--- config.mk ---
export PLATFORM = sky130hd
export DESIGN_NAME = mux_bus_ctrl
export DESIGN_NICKNAME = d
export VERILOG_FILES = /design/src/rtl/mbus_pkg.sv /design/src/rtl/mbus_req_latch.sv /design/src/rtl/mbus_phase_seq.sv /design/src/rtl/mbus_pad_ctrl.sv /design/src/rtl/mux_bus_ctrl.sv
export SDC_FILE = /design/constraint.sdc
export NUM_CORES = 1
export LEC_CHECK = 0
export ABC_AREA = 1
export BUFFER_PORTS_ARGS = -buffer_cell sky130_fd_sc_hd__buf_2
export CORE_UTILIZATION = 51
export CTS_BUF_LIST = sky130_fd_sc_hd__clkbuf_4
export CTS_CLUSTER_SIZE = 14
export DETAILED_ROUTE_END_ITERATION = 8
export PLACE_DENSITY = 0.89
export SYNTH_ARGS = -nofsm -noshare
export SYNTH_HDL_FRONTEND = slang
export SYNTH_SLANG_ARGS = --single-unit
export TNS_END_PERCENT = 30
--- constraint.sdc ---
create_clock -name clk -period 1.3 [get_ports clk]
set_input_delay 0.065 -clock clk [delete_from_list [all_inputs] [get_ports clk]]
set_output_delay 0.065 -clock clk [all_outputs]
set_load 0.01 [all_outputs]
--- src/rtl/mbus_pkg.sv ---
package mbus_pkg;

    parameter int SEG_W  = 7;
    parameter int DATA_W = 16;

    typedef enum logic [1:0] {
        PH_IDLE = 2'd0,
        PH_ADDR = 2'd1,
        PH_DATA = 2'd2
    } phase_e;

    typedef struct packed {
        logic              wr;
        logic              sz_byte;
        logic [SEG_W-1:0]  seg;
        logic [DATA_W-1:0] off;
        logic [DATA_W-1:0] wdata;
    } bus_req_t;

    function automatic logic phase_busy(input phase_e ph);
        return ph != PH_IDLE;
    endfunction

endpackage

--- src/rtl/mbus_req_latch.sv ---
module mbus_req_latch
    import mbus_pkg::*;
(
    input  logic     clk,
    input  logic     rst,
    input  logic     accept,
    input  bus_req_t req_in,
    output bus_req_t req_q
);

    always_ff @(posedge clk) begin
        if (rst) begin
            req_q <= '0;
        end else if (accept) begin
            req_q <= req_in;
        end
    end

endmodule

--- src/rtl/mbus_phase_seq.sv ---
module mbus_phase_seq
    import mbus_pkg::*;
(
    input  logic   clk,
    input  logic   rst,
    input  logic   req_valid,
    output logic   ready,
    output logic   accept,
    output phase_e phase,
    output logic   done
);

    phase_e phase_nx;

    always_comb begin
        ready  = !phase_busy(phase);
        accept = ready && req_valid;
        case (phase)
            PH_IDLE: phase_nx = accept ? PH_ADDR : PH_IDLE;
            PH_ADDR: phase_nx = PH_DATA;
            PH_DATA: phase_nx = PH_IDLE;
            default: phase_nx = PH_IDLE;
        endcase
    end

    always_ff @(posedge clk) begin
        if (rst) begin
            phase <= PH_IDLE;
            done  <= 1'b0;
        end else begin
            phase <= phase_nx;
            done  <= (phase == PH_DATA);
        end
    end

endmodule

--- src/rtl/mbus_pad_ctrl.sv ---
module mbus_pad_ctrl
    import mbus_pkg::*;
(
    input  logic              clk,
    input  logic              rst,
    input  phase_e            phase,
    input  bus_req_t          req_q,
    input  logic [DATA_W-1:0] ad_in,
    output logic [DATA_W-1:0] ad_out,
    output logic              ad_oe,
    output logic [SEG_W-1:0]  seg_out,
    output logic              as_out,
    output logic              ds_out,
    output logic              wr_out,
    output logic              byte_out,
    output logic [DATA_W-1:0] rd_word
);

    logic in_addr;
    logic in_data;
    logic busy;

    always_comb begin
        in_addr  = (phase == PH_ADDR);
        in_data  = (phase == PH_DATA);
        busy     = phase_busy(phase);
        as_out   = in_addr;
        ds_out   = in_data;
        seg_out  = busy ? req_q.seg : '0;
        wr_out   = busy && req_q.wr;
        byte_out = busy && req_q.sz_byte;
        ad_oe    = in_addr || (in_data && req_q.wr);
        if (in_addr) begin
            ad_out = req_q.off;
        end else if (in_data && req_q.wr) begin
            ad_out = req_q.wdata;
        end else begin
            ad_out = '0;
        end
    end

    always_ff @(posedge clk) begin
        if (rst) begin
            rd_word <= '0;
        end else if (in_data && !req_q.wr) begin
            rd_word <= ad_in;
        end
    end

endmodule

--- src/rtl/mux_bus_ctrl.sv ---
module mux_bus_ctrl
    import mbus_pkg::*;
#(
    parameter int SW = SEG_W,
    parameter int DW = DATA_W
) (
    input  logic          clk,
    input  logic          rst,
    input  logic          req_valid,
    input  logic          req_wr,
    input  logic          req_byte,
    input  logic [SW-1:0] req_seg,
    input  logic [DW-1:0] req_off,
    input  logic [DW-1:0] req_wdata,
    output logic          req_ready,
    output logic          done,
    output logic [DW-1:0] rd_data,
    output logic [SW-1:0] bus_seg,
    output logic [DW-1:0] bus_ad_o,
    output logic          bus_ad_oe,
    input  logic [DW-1:0] bus_ad_i,
    output logic          bus_as,
    output logic          bus_ds,
    output logic          bus_wr,
    output logic          bus_byte
);

    bus_req_t req_in;
    bus_req_t req_q;
    phase_e   phase;
    logic     accept;

    always_comb begin
        req_in.wr      = req_wr;
        req_in.sz_byte = req_byte;
        req_in.seg     = req_seg;
        req_in.off     = req_off;
        req_in.wdata   = req_wdata;
    end

    mbus_phase_seq u_seq (
        .clk       (clk),
        .rst       (rst),
        .req_valid (req_valid),
        .ready     (req_ready),
        .accept    (accept),
        .phase     (phase),
        .done      (done)
    );

    mbus_req_latch u_latch (
        .clk    (clk),
        .rst    (rst),
        .accept (accept),
        .req_in (req_in),
        .req_q  (req_q)
    );

    mbus_pad_ctrl u_pad (
        .clk      (clk),
        .rst      (rst),
        .phase    (phase),
        .req_q    (req_q),
        .ad_in    (bus_ad_i),
        .ad_out   (bus_ad_o),
        .ad_oe    (bus_ad_oe),
        .seg_out  (bus_seg),
        .as_out   (bus_as),
        .ds_out   (bus_ds),
        .wr_out   (bus_wr),
        .byte_out (bus_byte),
        .rd_word  (rd_data)
    );

endmodule

* Word level (Yosys, flattened, before mapping)
Index checks and enable logic that the tools add are counted.
** Storage, ports and cells
- Register bits after elaboration :: 60
- Bits of input ports :: 60
- Word-level logic and storage cells :: 25
- Output and inout port bits :: 46
** Cells by class
- Equal/unequal tests :: 2
- Muxes and demuxes :: 5
- Reduce and logical (&&, ||, !) cells :: 10
** Operators by type and width (number)
- $mux 16 :: 2
- $mux 7 :: 1
- $logic_and 1x1->1 :: 5
- $pmux 2 s2 :: 1
- $eq 2x1->1 const B :: 1
- $eq 2x2->1 const B :: 1
- $logic_not 1->1 :: 2
- $logic_not 2->1 :: 1
- $reduce_bool 2->1 :: 1
- $logic_or 1x1->1 :: 1
- $mux 1 :: 1

* Logic depth before layout (Yosys ltp)
Gate-level depths: netlist (run 1).
- Depth after elaboration :: 5
- Gate-level depth with buffers :: 7
- Gate-level depth less buffers :: 5

* Cells and area by module
A second synthesis (run 1) with hierarchy kept.
** Unflattened totals
- Cells, all modules :: 451
- Area total of the unflattened synthesis :: 2816.5 µm²
** Modules (own cells, without submodules)
- mbus_req_latch :: instances 1, sequential area each 820.8 µm², area each 1700.4 µm², cells an instance 260
- mbus_pad_ctrl :: instances 1, sequential area each 320.3 µm², area each 1017.2 µm², cells an instance 180
- mbus_phase_seq :: instances 1, sequential area each 60.1 µm², area each 98.8 µm², cells an instance 11

* Worst setup path before layout (run 1)
Ideal clock, no wire load.
- Path kind :: reg2out
- Start :: register u_seq.phase[0]
- End :: output port bus_ad_o[10]
- Setup slack :: 0.174 ns
- Stages on the path, launching flop included :: 7
- Buffers on the path :: 2
- Required time :: 1.235 ns
- Arrival :: 1.061 ns
- Path through :: dfxtp_1 > buf_2 > nand2_1 > inv_2 > buf_2 > nand2_1 > nand2_1
** On the way
- Elaborated cells between the ends (all ways) :: 5
- Classes of those cells :: 2 x eq/ne; 2 x mux; 1 x reduce/logical
** RTL lines
- start: declaration :: line mbus_phase_seq.sv:9 : output phase_e phase,
- start signal: assignment :: line mbus_phase_seq.sv:31 : phase <= phase_nx;
- $eq 2x1->1 :: line mbus_pad_ctrl.sv:24 : in_addr = (phase == PH_ADDR);
- via bus_as :: line mux_bus_ctrl.sv:22 : output logic bus_as,
- $mux 16 :: line mbus_pad_ctrl.sv:33 : if (in_addr) begin
- end: declaration :: line mux_bus_ctrl.sv:19 : output logic [DW-1:0] bus_ad_o,
The timed path passes the listed nets, and every way through them passes these cells.

* Final worst setup path (run 1)
- Start :: register u_seq.phase[1]
- End :: output port bus_ad_o[15]
** On the way
- Longest elaborated chain between the ends :: 4
- Elaborated cells between the ends (all ways) :: 5
- Classes of those cells :: 2 x eq/ne; 2 x mux; 1 x reduce/logical
** RTL lines
- $eq 2x2->1 :: line mbus_pad_ctrl.sv:25 : in_data = (phase == PH_DATA);
- $logic_and 1x1->1 :: line mbus_pad_ctrl.sv:35 : end else if (in_data && req_q.wr) begin
- $mux 16 :: line mbus_pad_ctrl.sv:35
- $mux 16 (*) :: line mbus_pad_ctrl.sv:33
Every way passes the cells marked *; elsewhere a longest branch is shown, timed or not.

==> impl_results.md, run 1 <==
* Global-route wire length before repair at about 14 mm
* Vias in the first global route at 3167
* Area leader, netlist: dfxtp_1
* I/O pins at 106
* Outcome: complete, but fails checks
* Core area at 5200 um2
* Setup crit end kind: output port
* Tot GR Track Use at 0.300
* Post-Synthesis Cells at between 400 and 500
* Top cells by area, synth: dfxtp_1 43%, nor2_1 17%, nand2_1 14%
* Largest net degree at the start of global routing at 33
* First DRT Iteration DRCs at 269
* Die H at ~76 um
* Die footprint at approximately 5800 um2
* RSZ-0062 raised after global routing: true
* Synth-to-layout area growth at 51.5%
* RePlAce Congestion at between 0.8 and 0.9
* CTS buffer count at 9
* Placed wire-length estimate at 4.63 mm
* Fin util at 0.819
* Leakage at around 2.4 nW
* Clock latency on the worst-skew pair at around 0.4 ns
* Setup violators final at 28
* Maximum fanout along the worst path at 8
* Layout cells sized above 1 at 0.255
* HP Class: primary input to register
* Setup TNS at -3.72 ns
* NumNets Final at approximately 670
* Actual slew at the worst max-slew pin at about 0.35 ns
* Mapped Area at about 2800 um2
* Htree depth at 3
* Die X at 76.3 um
* Router iterations before antenna repair at 7
* PwrDens at 953 nW/um2
* Ys Warns at 0
* Ant. Diodes at 0
* Clock root buffer: clkbuf_4
* Post-Place Setup Slack at 0.0897 ns
* I/O Buffers at 105
* Seq cells post-synth at 60
* ANT nets after route at 0
* CP startpoint kind: register
* CP Class: register to output port
* Vias at 3370
* Commonest non-fill, non-tap cell in the layout: nor2_1
* Period minus WS final at 1.49 ns
* Fin crit share at 1.15
* Maximum buffer depth of the clock tree at 2
* Number of cell rows at 26
* CTS tree: yes
* Peak supply drop at 0.666 mV
* Drt via density at 4.89
* Syn Area/Cell at a little over 6 um2
* Final Cell Area at 4260 um2
* Total Power at 4.07 mW
* Final Worst Setup Slack at -0.192 ns
* Placement Cell Area at 3480 um2
* Endpoints failing hold at 0
* Slew Limit Fails at 0
* Crit path DAT at about 1.4 ns
* Post-synthesis sequential area ratio at 0.427
* Layout Skew at 0.00906 ns
* Routed WL at ~8.8 mm
* Max-Cap Viols at 0
* CTS sink cnt at 60
* Avg WL per Cell at 12.7 um
* Share of the synthesized area in the top cell type at 0.427
* Starting Density at 0.541
* Cell variety after synth at 16
* Initial antenna violation count at 0
* Clock transition at the registers of the reported paths at approximately 0.10 ns
* FMAX at 670 MHz
* Worst path required time at approximately 1.2 ns
* DRC viols at 0
* Failing checks: negative setup slack
* Max_slew headroom at 0.765
* Most frequent cells in the layout: 124 x nor2_1, 104 x nand2_1, 101 x buf_2
* Mapped Nets at 514
* Global route total overflow at 0
-- worst paths after layout --
kind              slack (ns)           endpoint  depth (start not counted)               from
setup / recovery       -0.19       bus_ad_o[15]                          6     u_seq.phase[1]
hold / removal          0.01   u_latch.req_q[0]                          5       req_wdata[0]
setup reg to reg        0.01   u_latch.req_q[3]                          7     u_seq.phase[0]
hold reg to reg         0.48  u_latch.req_q[16]                          2  u_latch.req_q[16]
-- layer usage --
layer	up-vias	share of wire	GRT usage
met1	1512	0.39	0.323
met4	0	0.040	0.206
met5	-	0	0
li1	1657	-	-
met2	163	0.51	0.536
met3	38	0.060	0.0479
-- what timing repair did --
action / in CTS / in global routing
endpoints found under the hold margin: 52 / 0
gates cloned: 2 / 0
gates resized for setup: 8 / 15
setup endpoints to repair: 29 / 46
setup buffers: 4 / 0
pin swaps: 2 / 3
hold buffers: 51 / 0
-- synthesized netlist by cell type (all sizes together) --
master,instances
clkbuf,1
dfxtp,60
buf,27
nor3,2
nand2,108
nor4,1
inv,71
nand3,58
nor2,126
-- through the flow --
stage / hold WS [ns] / std cells
4_1_cts: 0.000120 / 689
6_report: 0.0105 / 689
2_1_floorplan: 0.137 / 454
5_1_grt: 0.0347 / 689
3_5_place_dp: 0.291 / 616
3_3_place_gp: 0.280 / 616
-- power by group --
group	total, mW	internal, mW	switching (mW)
clock network	1.07	0.395	0.679
registers	2.06	1.97	0.0837
logic	0.935	0.452	0.483
total	4.07	2.82	1.25
-- registers in the layout (all words and copies together), names as in the netlist --
name           count
u_pad.rd_word     16
u_seq.done         1
u_latch.req_q     41
u_seq.phase        2
-- cell families after synthesis --
group | after synthesis | synth area share
flops | 60 | 0.427
buf+inv | 99 | 0.143
simple gates | 295 | 0.430
-- layout make-up --
type / instances / area [um2]
repair buffers: 176 / 1330
multi-input cells: 295 / 1260
flip-flops and latches: 60 / 1210
fillers: 325 / 941
inverters: 71 / 272
well taps: 70 / 87.6
clock buffers: 10 / 75.1
clock inverters: 6 / 31.3
repair inverters: 1 / 7.51
-- critical path, cell delays in order, from the launching register on --
cell        delay (ns)
dfxtp_2           0.36
inv_4             0.05
nand2_4           0.09
clkinvlp_4        0.20
nand2_1           0.12
nand2_1           0.07
buf_2             0.14
(Power assumes the default switching activity.)
==> run 2: changes to the inputs <==
--- a/config.mk
+++ b/config.mk
@@ -5,13 +5,12 @@
 export SDC_FILE = /design/constraint.sdc
 export NUM_CORES = 1
 export LEC_CHECK = 0
-export ABC_AREA = 1
 export BUFFER_PORTS_ARGS = -buffer_cell sky130_fd_sc_hd__buf_2
 export CORE_UTILIZATION = 51
 export CTS_BUF_LIST = sky130_fd_sc_hd__clkbuf_4
 export CTS_CLUSTER_SIZE = 14
 export DETAILED_ROUTE_END_ITERATION = 8
-export PLACE_DENSITY = 0.89
+export PLACE_DENSITY = 0.87
 export SYNTH_ARGS = -nofsm -noshare
 export SYNTH_HDL_FRONTEND = slang
 export SYNTH_SLANG_ARGS = --single-unit
==> run 2 against run 1 <==
  * The run still ends with negative setup slack left
  * Critical endpoint is now bus_ad_o[5]
  * Clock power barely moved
  * Via count fell by 24%
  * Maximum frequency fell by 2.1%
  * Global-route usage fell by 5.2 points
==> impl_results.md, run 2 <==
* Outcome: complete, but fails checks
* Failing checks: negative setup slack
* Starting Density at 0.531
* Initial antenna violation count at 0
* Post-synthesis sequential area ratio at 0.411
* Setup violators final at roughly 70
* Ant. Diodes at 0
* Mapped Nets at 350
* Peak supply drop at around 0.56 mV
* Placed wire-length estimate at just under 4 mm
* Max reg flops at 41
* Die footprint at 6030 um2
* Number of cell rows at 27
* Die H at 77.7 um
* Layout cells sized above 1 at 0.307
* Met3 layer usage reported by global route at 0.0494
* CTS tree: yes
* Largest net degree at the start of global routing at 91
* Clock latency on the worst-skew pair at 0.39 ns
* CTS buffer count at 9
* Period minus WS final at between 1.5 and 2 ns
* RePlAce Congestion at 0.740
* Post-synthesis xor/xnor area fraction at 0
* Avg WL per Cell at approximately 14 um
* Global Route met2 Usage at 0.447
* Htree depth at 3
* Main combinational cell family by area after synthesis: simple AND/OR/NAND/NOR gates
* Endpoints failing hold at 0
* Seq cells post-synth at 60
* Drt via density at between 4 and 5
* FMAX at 656 MHz
* Final Worst Setup Slack at -0.224 ns
* Hold Startpoint: rst
* Worst Hold End: u_seq.phase[1]
* Share of the synthesized area in the top cell type at 0.411
* Router iterations before antenna repair at 5
* Top cells by area, synth: dfxtp_1 41%, nand2b_1 24%, mux2i_1 20%
* Synth async-reset ratio at 0
* Routed WL at 7.30 mm
* HP Class: primary input to register
* Layout Skew at just over 0.02 ns
* Core area at 5510 um2
* Worst r2r dst: u_latch.req_q[21]
* GRT busiest layer: met2
* Maximum fanout along the worst path at 6
* Reg-to-Reg Start: u_seq.phase[0]
* Synth Area in Simple Gates at 0.287
* Post-synth top cells: 114 x nand2b_1, 60 x dfxtp_1, 57 x mux2i_1
* Ys flop type: dfxtp_1
* Count leader, synth: nand2b_1
* Setup crit end kind: output port
* Vias in the first global route at 2642
* NumNets Final at 514
* Synth Area in Compound Gates at 0.0480
* Fin util at 0.771
* Tot GR Track Use at 0.248
* R2R setup slack at -0.17 ns
* Max_slew headroom at 0.827
* Post-synthesis mux area share at 0.195
* CTS sink cnt at 60
* PwrDens at 903 nW/um2
* Max-Cap Viols at 0
* Synth-to-layout area growth at 45.2%
* CP startpoint kind: register
* Clock root buffer: clkbuf_4
* Biggest regs: u_latch.req_q (41), u_pad.rd_word (16), u_seq.phase (2)
* Area leader, netlist: dfxtp_1
* CP Class: register to output port
* Syn Area/Cell at 10.1 um2
* DRC viols at 0
* Most flops, register: u_latch.req_q
* Slew Limit Fails at 0
* Met1 Use GR at 0.271
* Total Power at 3.83 mW
* Die X at between 70 and 80 um
* Worst reg2reg path depth at 5
* Post-Synthesis Cells at 290
* I/O pins at 106
* Worst Hold Path Cells at 3
* Fillers at 383
* Maximum buffer depth of the clock tree at 2
* Most frequent cells in the layout: 114 x nand2b_1, 104 x buf_2, 59 x dfxtp_1
* ANT nets after route at 0
* Ys Warns at 0
* Synthesized-area fraction occupied by adder cells at 0
* First DRT Iteration DRCs at 80
* Cell variety after synth at 15
* Hold slack at 0.155 ns
* Number of synthesized flops with an enable pin at 0
* I/O Buffers at 105
* Commonest non-fill, non-tap cell in the layout: nand2b_1
* Global-route wire length before repair at about 12 mm
* Mapped Area at 2920 um2
* Fin crit share at 1.17
* Vias at 2558
* Actual slew at the worst max-slew pin at 0.259 ns
* Crit path DAT at 1.46 ns
* Worst path required time at 1.24 ns
* RSZ-0062 raised after global routing: true
* Global route total overflow at 0
* Leakage at between 1.5 and 2 nW
* Clock transition at the registers of the reported paths at 0.10 ns
* Setup TNS at -8.67 ns
run 2: report_power, final:
part | internal [mW] | switching (mW) | leakage [nW]
Combinational | 0.442 | 0.296 | 1.36
Clock | 0.438 | 0.650 | 0.0638
Sequential | 1.94 | 0.0595 | 0.492
run 2: how the worst max path moves through the flow:
stage,cells past startpoint,end,slack [ns],from
3_5_place_dp,3,bus_ad_o[13],-0.07,u_seq.phase[0]
3_3_place_gp,3,bus_ad_o[15],-0.002,u_seq.phase[0]
6_report,5,bus_ad_o[5],-0.22,u_seq.phase[0]
4_1_cts,3,bus_ad_o[0],-0.24,u_seq.phase[0]
2_1_floorplan,4,bus_ad_o[10],0.21,u_seq.phase[0]
5_1_grt,3,bus_ad_o[5],-0.31,u_seq.phase[0]
run 2: per-stage QoR:
step                      cells  cell area [um2]  worst slack (ns)
after floorplan             290             2920             0.210
after global placement      456             3500          -0.00179
after detailed placement    456             3500           -0.0710
after CTS                   531             4230            -0.239
after global routing        531             4240            -0.306
final                       531             4240            -0.224
run 2: routing by layer:
| metal | routed length, um | part of all wire |
|---|---|---|
| met1 | 3110 | 0.43 |
| met2 | 3640 | 0.50 |
| met4 | 189 | 0.026 |
| met5 | 0 | 0 |
| met3 | 359 | 0.049 |
run 2: logic make-up (layout without fill, tap and decap cells):
logic type	Yosys count	after routing
flops	60	60
compound gates	16	16
simple gates	133	133
mux	57	57
buf+inv	24	193
run 2: cell type report:
| type | instances | area (um2) | area share |
|---|---|---|---|
| Clock buffer | 12 | 90.1 | 0.0212 |
| Clock inverter | 4 | 16.3 | 0.00383 |
| Multi-Input combinational cell | 206 | 1580 | 0.373 |
| Sequential cell | 60 | 1200 | 0.283 |
| Tap cell | 72 | 90.1 | 0.0212 |
| Timing Repair Buffer | 177 | 1260 | 0.298 |
run 2: worst max-delay path, stage by stage, from the launching register on:
cell     delay [ns]
dfxtp_2        0.34
buf_6          0.12
nor2b_4        0.20
buf_6          0.15
a22o_1         0.14
buf_2          0.13
run 2: what timing repair did:
item                       CTS  global route
setup endpoints to repair   44            72
gates cloned                 1             0
hold buffers                57             0
pin swaps                   16             0
hold endpoints to repair    57             0
buffers inserted             1             0
gates resized for setup     13             4
==> run 3: changes to the inputs <==
--- a/config.mk
+++ b/config.mk
@@ -5,12 +5,14 @@
 export SDC_FILE = /design/constraint.sdc
 export NUM_CORES = 1
 export LEC_CHECK = 0
+export ABC_AREA = 1
 export BUFFER_PORTS_ARGS = -buffer_cell sky130_fd_sc_hd__buf_2
+export CAP_MARGIN = 15
 export CORE_UTILIZATION = 51
 export CTS_BUF_LIST = sky130_fd_sc_hd__clkbuf_4
 export CTS_CLUSTER_SIZE = 14
 export DETAILED_ROUTE_END_ITERATION = 8
-export PLACE_DENSITY = 0.87
+export PLACE_DENSITY = 0.88
 export SYNTH_ARGS = -nofsm -noshare
 export SYNTH_HDL_FRONTEND = slang
 export SYNTH_SLANG_ARGS = --single-unit
==> constraint.sdc (replaced) <==
create_clock -name clk -period 1.3 [get_ports clk]
set_input_delay 0.26 -clock clk [delete_from_list [all_inputs] [get_ports clk]]
set_output_delay 0.26 -clock clk [all_outputs]
set_load 0.01 [all_outputs]
==> run 3 against run 2 <==
  * The flow still finishes with violations (negative setup slack)
  * Combinational power up 2%
  * Non-clock buffer count decreased by 54
  * Global-route usage rose by 0.16 points
  * Clock power increased by 9%
  * Utilization fell by 6.6 points
  * Sequential share of layout area grew 4.5 points
==> impl_results.md, run 3 (synthesis gave the netlist of run 1 again) <==
* CTS buffer count at 9
* Die footprint at 5820 um2
* Maximum buffer depth of the clock tree at 2
* Most frequent cells in the layout: 124 x nor2_1, 107 x nand2_1, 104 x buf_2
* Setup TNS at -9.56 ns
* Max_slew headroom at 0.823
* NumNets Final at 620
* Actual slew at the worst max-slew pin at 0.264 ns
* Core area at 5200 um2
* Global route total overflow at 0
* P_int at 2.88 mW
* RePlAce Congestion at 0.860
* Starting Density at 0.541
* Die H at 76.3 um
* DRC viols at 0
* Failing checks: negative setup slack
* Crit path DAT at 1.41 ns
* ANT nets after route at 0
* Clock transition at the registers of the reported paths at 0.09 ns
* Number of cell rows at 26
* Switching power at roughly 1.1 mW
* I/O Buffers at 105
* FMAX at 597 MHz
* Setup crit end kind: output port
* Placed wire-length estimate at 5.00 mm
* Biggest regs: u_latch.req_q (41), u_pad.rd_word (16), u_seq.phase (2)
* Outcome: complete, but fails checks
* Vias at 2982
* Initial antenna violation count at 0
* Htree depth at 3
* Peak supply drop at 0.773 mV
* CP startpoint kind: register
* Clock root buffer: clkbuf_4
* Tot GR Track Use at 0.250
* Layout cells sized above 1 at 0.256
* Fin util at 0.705
* Ant. Diodes at 0
* PwrDens at 1090 nW/um2
* Die X at 76.3 um
* First DRT Iteration DRCs at 125
* CP cell instances: buf_6 -> nor2_4 -> buf_12 -> nand3_1 -> nand2_1 -> buf_2
* Register share of total power at 0.513
* Commonest non-fill, non-tap cell in the layout: nor2_1
* Routed WL at 6.91 mm
* Max incr delay on CP at 0.35 ns
* Delay-heaviest family, CP: buffers and inverters
* Final Worst Setup Slack at -0.374 ns
* Comb pwr share at 0.188
* CP bufs+invs at 3
* Endpoints failing hold at 0
* Router iterations before antenna repair at 4
* CTS tree: yes
* Max reg flops at 41
* Total setup buffers inserted after CTS at 0
* Clock group share of total power at 0.299
* Largest net degree at the start of global routing at 38
* Synth-to-layout area growth at 30.3%
* Vias in the first global route at 2738
* Hold slack at 0.0834 ns
* Slew Limit Fails at 0
* Worst path required time at 1.04 ns
* Period minus WS final at 1.67 ns
* RSZ-0062 raised after global routing: true
* Clock latency on the worst-skew pair at 0.38 ns
* Global-route wire length before repair at 11.6 mm
* Sw Ratio at 0.280
* Placement Cell Area at 3530 um2
* Drt via density at 4.71
* Max-Cap Viols at 0
* I/O pins at 106
* Setup violators final at 29
* Most flops, register: u_latch.req_q
* Layout Skew at about 0.011 ns
* CTS sink cnt at 60
* HP Class: primary input to register
* CP Class: register to output port
* Critical path's slowest cell: dfxtp_2
* Maximum fanout along the worst path at 18
* Post-Place Setup Slack at 0.00543 ns
* Final Cell Area at between 3000 and 4000 um2
* Avg WL per Cell at 10.9 um
* Leakage at 2.18 nW
* Fin crit share at 1.29
## run 3: changes by cell type in the layout (fill, tap and decap cells not counted), moves of 5 or more
cell / previous run / this run
nor2b_1: 12 / 0
nand2_1: 0 / 107
inv_1: 0 / 68
nand3_1: 0 / 57
buf_12: 2 / 8
mux2i_1: 56 / 0
a22o_1: 16 / 0
buf_6: 7 / 2
nand2b_1: 114 / 0
dlygate4sd3_1: 57 / 0
nor2_1: 0 / 124
## run 3: timing repair
item | in CTS | in global routing
gates resized for setup | 3 | 3
hold buffers | 0 | 0
endpoints found under the setup margin | 29 | 29
## run 3: power groups by stage
stage                     clock [mW]  sequential, mW  combinational [mW]
after floorplan                    0            2.08               0.440
after global placement             0            2.08               0.721
after detailed placement           0            2.09               0.747
after CTS                       1.23            2.05               0.754
after global routing            1.30            2.07               0.851
final                           1.19            2.05               0.753
## run 3: metrics by stage
stage | power, mW | instances
after CTS | 4.04 | 633
after global routing | 4.22 | 633
after detailed placement | 2.84 | 619
after floorplan | 2.52 | 454
after global placement | 2.81 | 619
final | 4.00 | 633
## run 3: cell type report
class / instances / area [um2]
Fill cell: 481 / 1540
Multi-Input combinational cell: 295 / 1220
Sequential cell: 60 / 1200
Timing Repair Buffer: 123 / 771
Inverter: 71 / 269
Tap cell: 70 / 87.6
Clock buffer: 10 / 75.1
Clock inverter: 4 / 42.5
## run 3: final timing paths
| path | start | to | slack [ns] | cells after the start |
|---|---|---|---|---|
| worst min register to register | u_latch.req_q[20] | u_latch.req_q[20] | 0.48 | 2 |
| worst min-delay path | rst | u_seq.phase[1] | 0.08 | 2 |
| worst max-delay path | u_seq.phase[0] | bus_ad_o[0] | -0.37 | 6 |
| worst max register to register | u_seq.phase[0] | u_latch.req_q[17] | 0.10 | 5 |
## run 3: routing by layer
| layer | up-vias | wire length [um] | GRT usage |
|---|---|---|---|
| li1 | 1546 | - | - |
| met1 | 1336 | 2810 | 0.263 |
| met2 | 89 | 3610 | 0.461 |
| met3 | 11 | 349 | 0.0467 |
| met4 | 0 | 131 | 0.142 |
| met5 | - | 0 | 0 |
